--- config.mk ---
export PLATFORM = sky130hd
export DESIGN_NAME = ring33_rotator
export DESIGN_NICKNAME = d
export VERILOG_FILES = /design/src/rtl/ring33_rotator.sv
export SDC_FILE = /design/constraint.sdc
export NUM_CORES = 1
export LEC_CHECK = 0
export ABC_AREA = 0
export BUFFER_PORTS_ARGS = -buffer_cell sky130_fd_sc_hd__buf_2
export CORE_MARGIN = 2
export CORE_UTILIZATION = 40
export DETAILED_ROUTE_END_ITERATION = 12
export MAX_ROUTING_LAYER = met4
export PLACE_DENSITY = 0.7
export SYNTH_ARGS = -nofsm -noshare
export SYNTH_HDL_FRONTEND = slang
export SYNTH_SLANG_ARGS = --single-unit
--- constraint.sdc ---
create_clock -name clk -period 3.83 [get_ports clk]
set_clock_uncertainty 0.1 [all_clocks]
set_input_delay 0.383 -clock clk [delete_from_list [all_inputs] [get_ports clk]]
set_output_delay 0.383 -clock clk [all_outputs]
set_load 0.01 [all_outputs]
--- src/rtl/ring33_rotator.sv ---
module ring33_rotator #(
  parameter int W = 32,
  parameter int CW = 6
) (
  input  logic          clk,
  input  logic          rst_n,
  input  logic          valid_i,
  input  logic          cond_ld_i,
  input  logic          cond_val_i,
  input  logic [W-1:0]  operand_i,
  input  logic [CW-1:0] count_i,
  output logic [W-1:0]  result_o,
  output logic          cond_o,
  output logic          done_o
);
  localparam int RW = W + 1;
  localparam logic [CW-1:0] RING_LEN = CW'(RW);
  localparam logic [CW-1:0] NEG_LIMIT = {1'b1, {(CW-1){1'b0}}};

  logic            flag_in;
  logic [RW-1:0]   ring;
  logic [CW-1:0]   left_amt;
  logic [2*RW-1:0] dbl;
  logic [RW-1:0]   turned;

  assign flag_in  = cond_ld_i ? cond_val_i : cond_o;
  assign ring     = {flag_in, operand_i};
  assign left_amt = count_i[CW-1] ? count_i + RING_LEN : count_i;
  assign dbl      = {ring, ring} << left_amt;
  assign turned   = dbl[2*RW-1:RW];

  always_ff @(posedge clk or negedge rst_n) begin
    if (!rst_n) begin
      result_o <= '0;
      cond_o   <= 1'b0;
      done_o   <= 1'b0;
    end else begin
      done_o <= valid_i;
      if (valid_i) begin
        result_o <= turned[W-1:0];
        cond_o   <= turned[W];
      end else if (cond_ld_i) begin
        cond_o <= cond_val_i;
      end
    end
  end

  p_count_legal_r4: assert property (@(posedge clk) disable iff (!rst_n)
    valid_i |-> count_i != NEG_LIMIT);

  p_left_one_r2: assert property (@(posedge clk) disable iff (!rst_n)
    (valid_i && count_i == CW'(1)) |=>
      (result_o == {$past(operand_i[W-2:0]), $past(flag_in)}) && (cond_o == $past(operand_i[W-1])));

  p_right_one_r3: assert property (@(posedge clk) disable iff (!rst_n)
    (valid_i && count_i == {CW{1'b1}}) |=>
      (result_o == {$past(flag_in), $past(operand_i[W-1:1])}) && (cond_o == $past(operand_i[0])));

  p_zero_count_r5: assert property (@(posedge clk) disable iff (!rst_n)
    (valid_i && count_i == '0) |=> (result_o == $past(operand_i)) && (cond_o == $past(flag_in)));

  p_done_follows_r6: assert property (@(posedge clk) disable iff (!rst_n)
    valid_i |=> done_o);

  p_done_quiet_r6: assert property (@(posedge clk) disable iff (!rst_n)
    !valid_i |=> !done_o);

  p_force_only_r8: assert property (@(posedge clk) disable iff (!rst_n)
    (!valid_i && cond_ld_i) |=> (cond_o == $past(cond_val_i)) && $stable(result_o));

  p_idle_hold_r9: assert property (@(posedge clk) disable iff (!rst_n)
    (!valid_i && !cond_ld_i) |=> $stable(result_o) && $stable(cond_o));
endmodule

# == After elaboration in Yosys (flattened, before gate mapping) ==
# Cells that the tools add are included.
# totals
regBits,34
in_bits,43
output_inout_bits,34
# op_classes
add_sub_neg,1
shift,1
mux,3
# ops
operator,count
$shl 66x6->66,1
$add 6x6->6 const B,1
$mux 6,1
$mux 1,2

# == Logic depth before layout (Yosys ltp) ==
# depth
ltp_word,4
ltp_mapped,10

# == Worst setup path after synthesis ==
# No wires, ideal clock.
# synth_path
path_type,input to register
from,input port count_i[0]
to,register result_o[6]
t_arrival_ps,2252
required_time_ps,3593
path_slack_ps,1341
stages,9
cell_sequence,ha_1 -> mux2_2 -> nor3_2 -> buf_2 -> a22oi_1 -> nand2_1 -> mux2i_1 -> a221oi_1 -> a21oi_1
# synth_between
elab_chain_len,3
# synth_rtl
item,line,rtl
"start, declared",11,"input logic [CW-1:0] count_i,"
$add 6x6->6,28,assign left_amt = count_i[CW-1] ? count_i + RING_LEN : count_i;
$mux 6 (*),28,
$shl 66x6->66 (*),29,"assign dbl = {ring, ring} << left_amt;"
"end signal, assigned",40,result_o <= turned[W-1:0];
"end, declared",12,"output logic [W-1:0] result_o,"
# Every way passes the cells marked *; elsewhere a longest branch is shown, timed or not.
# A chain may end at the register's enable or synchronous reset.

# == Worst setup path after layout ==
# layout_path
from,input port count_i[0]
to,register result_o[22]
# The elaborated chain is that of the path after synthesis.

==> flow_summary.ini <==
[status]
status = finished clean

[die]
core_area_sq_um = 9730
num_rows = 36
die_w_um = 104
chipHeight_um = 104
initial_utilization = 0.410
die_area_sq_um = 10800
pin_count = 77

[power]
comb_power_share = 0.543
switchingPower_uw = 751
vdd_ir_drop_max_uv = 203
p_int_uw = 907
p_leak_uw = 0.00202
switching_share = 0.453
p_per_area_nw_per_um2 = 361
power_frac_seq = 0.283
pwr-share-clk = 0.174

[place]
place_congestion = 1.04
io_buffers = 76
hpwl_mm = 11.7
dp_slack_ns = 0.671

[finish]
diodes = 0
regArea_sq_um = 851
syn2layout_area_growth_pct = 15.1
num-nets-final = 601
final_common_cell = buf_2
layout_common_cells = buf_2, nand2_1, mux2i_1
multi_input_area_sq_um = 2920
nFillCells = 1018
drive_gt1_frac = 0.247

[yosys]
syn-cell-area_sq_um = 3990
synth_top_cells_by_area = dfrtp_1, mux2i_1, a22oi_1
syn_area_per_cell_sq_um = 8.16
synth_edf_count = 0
syn-num-nets = 533
ys_seq_area_frac = 0.213
synthFlopType = dfrtp_1
async_reset_ff_frac = 1.00
yosys.area.top_type = dfrtp_1
yosysUniqueCellTypes = 58
yosysWarnings = 0
syn_inst = 489
yosysTopAreaCellShare = 0.213
synth_seq_cells = 34

[sta]
rsz0062_at_grt = no
max_slew_margin = 0.491
final_max_slew_viol_count = 0
min_period_ns = 2.93
setup_tns_ns = 0
setup_viol = 0
fin_ws_ns = 0.900
max_freq_mhz = 341
finalHoldViolations = 0
fin_crit_sh = 0.765
tightest_slew_ns = 0.763

[route]
routed_wl_mm = 15.4
drt-initial-drc-count = 613
drc = 0
vias = 4494
drtAntennaViolNets = 0
drtPass1Iterations = 6
viasPerCell = 6.50
wl_per_cell_um = 22.3

[critical_path]
cp-start-kind = primary input
cp_max_fo = 23
worstSetupPathType = primary input to flip-flop
cp.required_ns = 3.88
arrival_ns = 2.98
end_kind = flip-flop

[clock_tree]
cts_root_buf = clkbuf_8
postCtsSetupBuffers = 0
cts.sinks = 34
insertion_delay_ns = 0.28
cts_max_path_buffers = 2
cts_hold_buf = 0
cts_buffers = 5
h-tree-depth = 2
post_cts_resized = 0
clk_pin_slew_ns = 0.08
tritoncts = built

[grt]
grt_pass1_vias = 4258
grt_pass1_wl_mm = 24.4
grt_max_degree = 40
grt_antenna_before_repair = 0
grt_overflow_total = 0
grtUsageTotal = 0.292

[job]
maxCapViolations = 0

[worst_hold_path]
hold_path.class = primary input to async pin
sequential cells by signal, indices dropped and copies added, names as in the netlist:
name,count
result_o,32
done_o,1
cond_o,1
kinds of logic (layout without fill, tap and decap cells):
group | Yosys count | count (layout) | share of synthesized area
mux | 88 | 88 | 0.260
flops | 34 | 34 | 0.213
simple gates | 165 | 165 | 0.184
compound gates | 154 | 154 | 0.259
xor+xnor | 6 | 6 | 0.0254
buf+inv | 41 | 110 | 0.0546
fa+ha+maj | 1 | 1 | 0.00314
stage by stage:
stage                     std cells  cell area, sq um  hold WS, ns  power [uW]  utilization
final                           691              4590       0.0603        1660        0.472
after global placement          683              4490        0.361        1350        0.462
after floorplan                 489              3990      -0.0126        1040            -
after global routing            691              4590        0.124        1750        0.472
after detailed placement        683              4490        0.371        1350        0.462
after CTS                       691              4590       0.0917        1640        0.472
worst max-delay path, stage by stage:
cell      delay, ns
buf_2          0.18
ha_1           0.37
mux2_2         0.51
nor3_2         0.24
buf_4          0.24
a22oi_1        0.11
nand2_1        0.26
o22ai_1        0.18
a211oi_1       0.38
o31ai_1        0.12
power groups by stage:
| stage | Clock, uW | Combinational, uW | Sequential, uW |
|---|---|---|---|
| floorplan | 0 | 534 | 505 |
| global placement | 0 | 874 | 473 |
| detailed placement | 0 | 871 | 476 |
| CTS | 292 | 875 | 469 |
| global route | 310 | 959 | 477 |
| finish | 288 | 901 | 470 |
layout make-up:
cell class,instances,area share
Inverter,5,0.00409
Clock buffer,6,0.0180
Tap cell,133,0.0363
Sequential cell,34,0.185
Multi-Input combinational cell,414,0.636
Timing Repair Buffer,97,0.117
Clock inverter,2,0.00273
layer usage:
layer / wire length, um / global-route usage
met5: 0 / -
met4: 648 / 0.120
met3: 1600 / 0.0470
met2: 6740 / 0.425
met1: 6440 / 0.404
synth_stat cells, drive strengths merged, types with 10 or more instances:
master,number
nor3,16
nand3,18
mux4,11
a22oi,37
o21ai,24
buf,24
a21oi,33
nor2,44
nand2,74
mux2,10
clkbuf,12
o22ai,13
dfrtp,34
a211oi,12
mux2i,67
worst paths after layout:
check,startpoint,endpoint,slack [ns],cells after the start
setup / recovery,count_i[0],result_o[22]$_DFFE_PN0P_,0.90,10
hold / removal,rst_n,done_o$_DFF_PN0_,0.06,1
setup reg to reg,cond_o$_DFF_PN0_,result_o[2]$_DFFE_PN0P_,1.46,7
hold reg to reg,result_o[22]$_DFFE_PN0P_,result_o[22]$_DFFE_PN0P_,0.39,2
max in group asynchronous,rst_n,result_o[0]$_DFFE_PN0P_,3.07,1
min in group clk,result_o[22]$_DFFE_PN0P_,result_o[22]$_DFFE_PN0P_,0.39,2
Power figures use the tool's default switching activity.
